<file path="config.mk">
export PLATFORM = sky130hd
export DESIGN_NAME = addrWalker
export DESIGN_NICKNAME = d
export VERILOG_FILES = /design/src/rtl/addr_walk_pkg.sv /design/src/rtl/walkField.sv /design/src/rtl/walkCtrl.sv /design/src/rtl/walkPath.sv /design/src/rtl/addrWalker.sv
export SDC_FILE = /design/constraint.sdc
export NUM_CORES = 1
export LEC_CHECK = 0
export BUFFER_PORTS_ARGS = -buffer_cell sky130_fd_sc_hd__buf_2
export CAP_MARGIN = 20
export CORE_UTILIZATION = 54
export CTS_BUF_LIST = sky130_fd_sc_hd__clkbuf_16
export DETAILED_ROUTE_END_ITERATION = 10
export PLACE_DENSITY = 0.76
export SYNTH_ARGS = -nofsm -noshare
export SYNTH_HDL_FRONTEND = slang
export SYNTH_HIERARCHICAL = 1
export SYNTH_SLANG_ARGS = --single-unit
</file>
<file path="constraint.sdc">
create_clock -name clk -period 11.95 [get_ports clk]
set_input_delay 2.9875 -clock clk [delete_from_list [all_inputs] [get_ports clk]]
set_output_delay 2.9875 -clock clk [all_outputs]
set_load 0.05 [all_outputs]
</file>
<file path="src/rtl/addr_walk_pkg.sv">
package addr_walk_pkg;
  localparam int NF = 4;
  localparam int OW = $clog2(NF);
  localparam int F_COL = 0;
  localparam int F_ROW = 1;
  localparam int F_BANK = 2;
  localparam int F_RANK = 3;

  typedef struct packed {
    logic [NF-1:0] step;
    logic          restart;
  } walkStrobe_t;
endpackage

</file>
<file path="src/rtl/walkField.sv">
module walkField #(
  parameter int AW = 8,
  parameter int IW = 8
) (
  input  logic          clk,
  input  logic          rstN,
  input  logic          restart,
  input  logic          step,
  input  logic [AW-1:0] start,
  input  logic [AW-1:0] wrapVal,
  input  logic [IW-1:0] inc,
  output logic [AW-1:0] cur,
  output logic          wouldWrap
);
  localparam int SW = ((AW > IW) ? AW : IW) + 1;

  logic [SW-1:0] sum;

  assign sum       = SW'(cur) + SW'(inc);
  assign wouldWrap = sum > SW'(wrapVal);

  always_ff @(posedge clk) begin
    if (!rstN)          cur <= '0;
    else if (restart)   cur <= start;
    else if (step)      cur <= wouldWrap ? start : sum[AW-1:0];
  end

  p_restart_load_r2: assert property (@(posedge clk) disable iff (!rstN)
    restart |=> cur == $past(start));

  p_hold_r10: assert property (@(posedge clk) disable iff (!rstN)
    (!restart && !step) |=> $stable(cur));

  p_wrap_reload_r4: assert property (@(posedge clk) disable iff (!rstN)
    (!restart && step && wouldWrap) |=> cur == $past(start));
endmodule

</file>
<file path="src/rtl/walkCtrl.sv">
module walkCtrl
  import addr_walk_pkg::*;
#(
  parameter int CNT_W = 16,
  parameter int RV_W  = 7
) (
  input  logic                     clk,
  input  logic                     rstN,
  input  logic                     advance,
  input  logic                     restart,
  input  logic [NF-1:0]            rateLin,
  input  logic [NF-1:0][RV_W-1:0]  rateVal,
  input  logic [NF-1:0][OW-1:0]    fieldOrder,
  input  logic [NF-1:0]            carryEn,
  input  logic [NF-1:0]            trigEn,
  input  logic [NF-1:0]            wouldWrap,
  output walkStrobe_t              strobe,
  output logic                     wrapTrig
);
  logic [NF-1:0][CNT_W:0]   target;
  logic [NF-1:0][CNT_W-1:0] rateCnt;
  logic [NF-1:0]            rateOn;
  logic [NF-1:0]            rateHit;
  logic [NF-1:0]            stepV;
  logic [NF-1:0]            wrapped;
  logic [NF:0]              carryPos;

  for (genvar g = 0; g < NF; g++) begin : gRate
    always_comb begin
      if (rateLin[g]) begin
        target[g] = (CNT_W+1)'(rateVal[g]);
        rateOn[g] = rateVal[g] != '0;
      end else begin
        target[g] = (CNT_W+1)'(1) << rateVal[g];
        rateOn[g] = int'(rateVal[g]) < CNT_W;
      end
      rateHit[g] = rateOn[g] && ({1'b0, rateCnt[g]} == target[g] - (CNT_W+1)'(1));
    end

    always_ff @(posedge clk) begin
      if (!rstN)                      rateCnt[g] <= '0;
      else if (restart || stepV[g])   rateCnt[g] <= '0;
      else if (advance)               rateCnt[g] <= rateCnt[g] + CNT_W'(1);
    end
  end

  always_comb begin
    carryPos = '0;
    stepV    = '0;
    wrapped  = '0;
    for (int p = 0; p < NF; p++) begin
      for (int f = 0; f < NF; f++) begin
        if (int'(fieldOrder[f]) == p) begin
          stepV[f]   = advance && !restart && (rateHit[f] || carryPos[p]);
          wrapped[f] = stepV[f] && wouldWrap[f];
          if (wrapped[f] && carryEn[f]) carryPos[p+1] = 1'b1;
        end
      end
    end
  end

  assign strobe.step    = stepV;
  assign strobe.restart = restart;

  always_ff @(posedge clk) begin
    if (!rstN) wrapTrig <= 1'b0;
    else       wrapTrig <= |(wrapped & trigEn);
  end

  p_trig_after_adv_r9: assert property (@(posedge clk) disable iff (!rstN)
    wrapTrig |-> $past(advance && !restart));
endmodule

</file>
<file path="src/rtl/walkPath.sv">
module walkPath
  import addr_walk_pkg::*;
#(
  parameter int COL_W   = 8,
  parameter int ROW_W   = 16,
  parameter int BANK_W  = 3,
  parameter int RANK_W  = 3,
  parameter int COLI_W  = 8,
  parameter int ROWI_W  = 12,
  parameter int BANKI_W = 3,
  parameter int RANKI_W = 3,
  parameter int COL_LSB = 3
) (
  input  logic                     clk,
  input  logic                     rstN,
  input  walkStrobe_t              strobe,
  input  logic [COL_W-1:0]         colStart,
  input  logic [COL_W-1:0]         colWrap,
  input  logic [COLI_W-1:0]        colInc,
  input  logic [ROW_W-1:0]         rowStart,
  input  logic [ROW_W-1:0]         rowWrap,
  input  logic [ROWI_W-1:0]        rowInc,
  input  logic [BANK_W-1:0]        bankStart,
  input  logic [BANK_W-1:0]        bankWrap,
  input  logic [BANKI_W-1:0]       bankInc,
  input  logic [RANK_W-1:0]        rankStart,
  input  logic [RANK_W-1:0]        rankWrap,
  input  logic [RANKI_W-1:0]       rankInc,
  output logic [COL_W+COL_LSB-1:0] colAddr,
  output logic [ROW_W-1:0]         rowAddr,
  output logic [BANK_W-1:0]        bankAddr,
  output logic [RANK_W-1:0]        rankAddr,
  output logic [NF-1:0]            wouldWrap
);
  logic [COL_W-1:0] colCur;

  walkField #(.AW(COL_W), .IW(COLI_W)) uCol (
    .clk(clk), .rstN(rstN), .restart(strobe.restart), .step(strobe.step[F_COL]),
    .start(colStart), .wrapVal(colWrap), .inc(colInc),
    .cur(colCur), .wouldWrap(wouldWrap[F_COL]));

  walkField #(.AW(ROW_W), .IW(ROWI_W)) uRow (
    .clk(clk), .rstN(rstN), .restart(strobe.restart), .step(strobe.step[F_ROW]),
    .start(rowStart), .wrapVal(rowWrap), .inc(rowInc),
    .cur(rowAddr), .wouldWrap(wouldWrap[F_ROW]));

  walkField #(.AW(BANK_W), .IW(BANKI_W)) uBank (
    .clk(clk), .rstN(rstN), .restart(strobe.restart), .step(strobe.step[F_BANK]),
    .start(bankStart), .wrapVal(bankWrap), .inc(bankInc),
    .cur(bankAddr), .wouldWrap(wouldWrap[F_BANK]));

  walkField #(.AW(RANK_W), .IW(RANKI_W)) uRank (
    .clk(clk), .rstN(rstN), .restart(strobe.restart), .step(strobe.step[F_RANK]),
    .start(rankStart), .wrapVal(rankWrap), .inc(rankInc),
    .cur(rankAddr), .wouldWrap(wouldWrap[F_RANK]));

  assign colAddr = {colCur, {COL_LSB{1'b0}}};
endmodule

</file>
<file path="src/rtl/addrWalker.sv">
module addrWalker
  import addr_walk_pkg::*;
#(
  parameter int COL_W   = 8,
  parameter int ROW_W   = 16,
  parameter int BANK_W  = 3,
  parameter int RANK_W  = 3,
  parameter int COLI_W  = 8,
  parameter int ROWI_W  = 12,
  parameter int BANKI_W = 3,
  parameter int RANKI_W = 3,
  parameter int RATE_W  = 8,
  parameter int RRATE_W = 6,
  parameter int CNT_W   = 16,
  parameter int COL_LSB = 3
) (
  input  logic                     clk,
  input  logic                     rstN,
  input  logic                     advance,
  input  logic                     restart,
  input  logic [COL_W-1:0]         colStart,
  input  logic [COL_W-1:0]         colWrap,
  input  logic [COLI_W-1:0]        colInc,
  input  logic [RATE_W-1:0]        colRate,
  input  logic [ROW_W-1:0]         rowStart,
  input  logic [ROW_W-1:0]         rowWrap,
  input  logic [ROWI_W-1:0]        rowInc,
  input  logic [RRATE_W-1:0]       rowRate,
  input  logic [BANK_W-1:0]        bankStart,
  input  logic [BANK_W-1:0]        bankWrap,
  input  logic [BANKI_W-1:0]       bankInc,
  input  logic [RATE_W-1:0]        bankRate,
  input  logic [RANK_W-1:0]        rankStart,
  input  logic [RANK_W-1:0]        rankWrap,
  input  logic [RANKI_W-1:0]       rankInc,
  input  logic [RATE_W-1:0]        rankRate,
  input  logic [NF*OW-1:0]         fieldOrder,
  input  logic [NF-1:0]            carryEn,
  input  logic [NF-1:0]            trigEn,
  output logic [COL_W+COL_LSB-1:0] colAddr,
  output logic [ROW_W-1:0]         rowAddr,
  output logic [BANK_W-1:0]        bankAddr,
  output logic [RANK_W-1:0]        rankAddr,
  output logic                     wrapTrig
);
  localparam int RV_W = RATE_W - 1;

  logic [NF-1:0]           rateLin;
  logic [NF-1:0][RV_W-1:0] rateVal;
  logic [NF-1:0]           wouldWrap;
  walkStrobe_t             strobe;

  assign rateLin[F_COL]  = colRate[RATE_W-1];
  assign rateLin[F_ROW]  = rowRate[RRATE_W-1];
  assign rateLin[F_BANK] = bankRate[RATE_W-1];
  assign rateLin[F_RANK] = rankRate[RATE_W-1];
  assign rateVal[F_COL]  = colRate[RV_W-1:0];
  assign rateVal[F_ROW]  = RV_W'(rowRate[RRATE_W-2:0]);
  assign rateVal[F_BANK] = bankRate[RV_W-1:0];
  assign rateVal[F_RANK] = rankRate[RV_W-1:0];

  walkCtrl #(.CNT_W(CNT_W), .RV_W(RV_W)) uCtrl (
    .clk(clk), .rstN(rstN), .advance(advance), .restart(restart),
    .rateLin(rateLin), .rateVal(rateVal), .fieldOrder(fieldOrder),
    .carryEn(carryEn), .trigEn(trigEn), .wouldWrap(wouldWrap),
    .strobe(strobe), .wrapTrig(wrapTrig));

  walkPath #(
    .COL_W(COL_W), .ROW_W(ROW_W), .BANK_W(BANK_W), .RANK_W(RANK_W),
    .COLI_W(COLI_W), .ROWI_W(ROWI_W), .BANKI_W(BANKI_W), .RANKI_W(RANKI_W),
    .COL_LSB(COL_LSB)
  ) uPath (
    .clk(clk), .rstN(rstN), .strobe(strobe),
    .colStart(colStart), .colWrap(colWrap), .colInc(colInc),
    .rowStart(rowStart), .rowWrap(rowWrap), .rowInc(rowInc),
    .bankStart(bankStart), .bankWrap(bankWrap), .bankInc(bankInc),
    .rankStart(rankStart), .rankWrap(rankWrap), .rankInc(rankInc),
    .colAddr(colAddr), .rowAddr(rowAddr), .bankAddr(bankAddr), .rankAddr(rankAddr),
    .wouldWrap(wouldWrap));
endmodule

</file>
==> out/qor.yml <==
avgSynthCellArea_um2: 7.57
clk_latency_ns: 0.35
via_per_inst: 6.31
rsz0062_at_grt: "no"
r2r_cells: 28
cts.clk_slew.worst_paths_ns: 0.07
drc: 0
synth_area_leaders: "dfxtp_1 (17%), ha_1 (7.2%), xnor2_1 (5.2%), xor2_1 (4.6%), nor2_1 (3.7%)"
final_util_pct: 60.4
vdd_ir_drop_max_v: 0.0000993
synth_top_cell_area_share_pct: 17.1
h-tree-depth: 3
ys_warn_count: 6
place.gp.congestion: 0.969
timing.final.ws_setup_ns: 2.43
grt_max_degree: 43
cp-start-kind: "primary input"
reg2reg_from: "uPath/uRow/cur[2]$_SDFFE_PN0P_"
path_max_fanout: 24
gr-total-overflow: 0
highest_layer: "met5"
cts_setup_buffers: 0
layout-drive-gt1-share_pct: 15.9
postCtsHoldBufs: 0
synth_cells: 1473
grt_util_all_layers_pct: 28.2
cts_sinks: 95
status: "completed"
antenna_found_initial: 6
tns_ns: 0
ys.flop_type: "dfxtp_1"
period_share_pct: 79.7
cts_buffers: 9
synth.cell_area_mm2: 0.0111
p_leak_nw: 4.82
worstMarginPinSlew_ns: 1.21
stdcell_count: 1842
min_path_type: "reg2reg"
io_pins: 170
yosysTopAreaCell: "dfxtp_1"
cp-end-kind: "register"
nNetsFinal: 1766
setup_viol_count_final: 0
async_flop_share_pct: 0
totalWireLength_mm: 30.9
r2r_slack_ns: 4.83
clock-skew-final_ns: 0.00747
max_cap_violations: 0
min_from: "uPath/uRow/cur[0]$_SDFFE_PN0P_"
grt_pass1_wl_mm: 50.3
wl_per_cell_um: 16.8
wl_met1_mm: 13.8
crit_slowest_cell: "o21bai_2"
coreArea_mm2: 0.0202
design_area_mm2: 0.0122
path_class: "in2reg"
die_w_um: 146
wl_met2_mm: 14.3
hpwl_mm: 23.1
synth_seq_cells: 95
crit_family: "compound AO/OA/AOI/OAI gates"
cts_tree: "yes"
crit_required_ns: 12.20
dr_wl_met3_mm: 2.28
hold-path-endpoint: "uPath/uRow/cur[0]$_SDFFE_PN0P_"
initial_core_util_pct: 55.1
post-place-cells: 1821
dieArea_mm2: 0.0212
worstHoldPathCells: 2
drv_slew: 0
cp.buffers_inverters: 3
die-height_um: 146
slowest_delay_ns: 0.74
drt_first_pass_iters: 5
cts_root_buffer: "clkbuf_16"
r2r-end: "uPath/uBank/cur[2]$_SDFFE_PN0P_"
critical_path.most_common_cell: "and3_1"
hold_viol: 0
max_freq_mhz: 105
vias: 11600
timing.final.crit_period_ns: 9.52
io_buffers: 166
drtIter0Drc: 817
max_slew_margin_pct: 19.2
clockBufferDepth: 2
ant_nets: 0
grt_pass1_vias: 10400
powerDensity_mw_per_mm2: 91.6
yosysUniqueCellTypes: 114
synth_edf_count: 0
cp.arrival_ns: 9.77
post_cts_resized: 0
area_delta_synth_final_pct: 9.62
seq_area_frac_synth_pct: 17.1
rows: 52
place_area_mm2: 0.0119
place_worst_setup_slack_ns: 2.14
## logic make-up (layout without fill, tap and decap cells)
logic type / count (synthesis) / after routing / share of synthesized area (%)
simple gates: 599 / 599 / 29.5
compound gates: 387 / 387 / 26.8
buf+inv: 173 / 257 / 6.45
xor+xnor: 126 / 126 / 10.2
flops: 95 / 95 / 17.1
fa+ha+maj: 68 / 68 / 7.90
mux: 23 / 23 / 2.08
other cells: 2 / 17 / 0.0674
## power breakdown
part	internal, W	switching, W	total [W]
registers	0.000331	0.0000151	0.000346
logic	0.000181	0.000317	0.000498
clock network	0.000142	0.000134	0.000276
## worst reg2reg max path, delay by kind of cell, from the launching register on
family                     cells  cell delay (ns)
AOI/OAI and AO/OA             13             3.74
DFF                            1             0.34
and+or+nand+nor               11             2.13
adders and majority gates      2             0.62
buffers and inverters          2             0.18
## stage by stage
| stage | hold WS [ns] | total power (W) |
|---|---|---|
| after floorplan | 0.507 | 0.000726 |
| after global placement | 0.509 | 0.000833 |
| after detailed placement | 0.516 | 0.000843 |
| after CTS | 0.526 | 0.00112 |
| after global routing | 0.579 | 0.00119 |
| final | 0.525 | 0.00112 |
## layout by cell type, fill, tap and decap left out, types with 9 or more instances in the layout
cell         n
a211oi_1    12
a21o_1      13
a21oi_1     57
a31oi_1     21
a32oi_1     14
and2_1      16
and3_1      27
buf_2      166
clkbuf_16    9
conb_1      12
dfxtp_1     95
ha_1        64
inv_1       70
mux2i_1     22
nand2_1     96
nand2b_1    14
nand3_1     68
nand4_1     43
nor2_1     110
nor2b_1     22
nor3_1      79
nor3b_1     11
nor4_1      17
nor4b_1     13
o2111ai_1   10
o211ai_1    18
o21a_1      12
o21ai_0     59
o21ai_1     11
o31a_1      11
o31ai_1     13
or3_1       18
or4_1       12
xnor2_1     66
xor2_1      58
## per-layer routing
| layer | up-vias | global-route usage [%] |
|---|---|---|
| met3 | 44 | 5.30 |
| li1 | 5738 | - |
| met2 | 438 | 46.4 |
| met1 | 5397 | 37.6 |
| met4 | 6 | 7.53 |
| met5 | - | 0 |
## cell type report
type                    instances  area, µm²
repair buffers                171        868
flip-flops and latches         95       1900
fillers                      1871       8010
diodes                          5       12.5
inverters                      70        263
clock inverters                 7       47.5
multi-input cells            1215       8560
clock buffers                   9        225
well taps                     270        338
## Yosys cell counts (7+ instances only)
library cell,count
mux2i_1,22
o21ai_1,11
nor2_1,110
o211ai_1,18
clkbuf_1,66
a21o_1,13
nor3_1,79
o21a_1,12
o31ai_1,13
a21oi_1,57
nor4b_1,13
o41ai_1,8
ha_1,64
nor4_1,17
o22ai_1,7
or3_1,18
and2_1,16
a22oi_1,8
buf_1,10
nor3b_1,11
nand2_1,96
nand4b_1,7
nand2b_1,14
a311oi_1,7
or2_2,7
or4_1,12
a32oi_1,14
a211oi_1,12
nor2b_1,22
a31oi_1,21
o2111ai_1,10
nand3_1,68
nand4_1,43
dfxtp_1,95
and3_1,27
inv_1,69
o21ai_0,59
xnor2_1,66
buf_4,7
nand3b_1,7
o31a_1,11
xor2_1,58
buf_2,17
## sequential cells by signal, summed over array words and instances, names as in the netlist
signal / count
uPath/uRow/cur: 16
uCtrl/wrapTrig: 1
uCtrl/rateCnt: 64
uPath/uBank/cur: 3
uPath/uCol/cur: 8
uPath/uRank/cur: 3
## worst max path at each step
stage / start / to / slack [ns] / cells after the start
2_1_floorplan: rowInc[2] / uPath/uBank/cur[2]$_SDFFE_PN0P_ / 3.28 / 29
3_3_place_gp: rowInc[2] / uPath/uBank/cur[2]$_SDFFE_PN0P_ / 2.42 / 29
3_5_place_dp: rowInc[2] / uPath/uBank/cur[2]$_SDFFE_PN0P_ / 2.14 / 29
4_1_cts: rowInc[2] / uPath/uBank/cur[2]$_SDFFE_PN0P_ / 2.49 / 29
5_1_grt: rowInc[2] / uPath/uBank/cur[2]$_SDFFE_PN0P_ / 1.94 / 29
6_report: rowInc[2] / uPath/uBank/cur[2]$_SDFFE_PN0P_ / 2.43 / 29
Power figures use the tool's default switching activity.
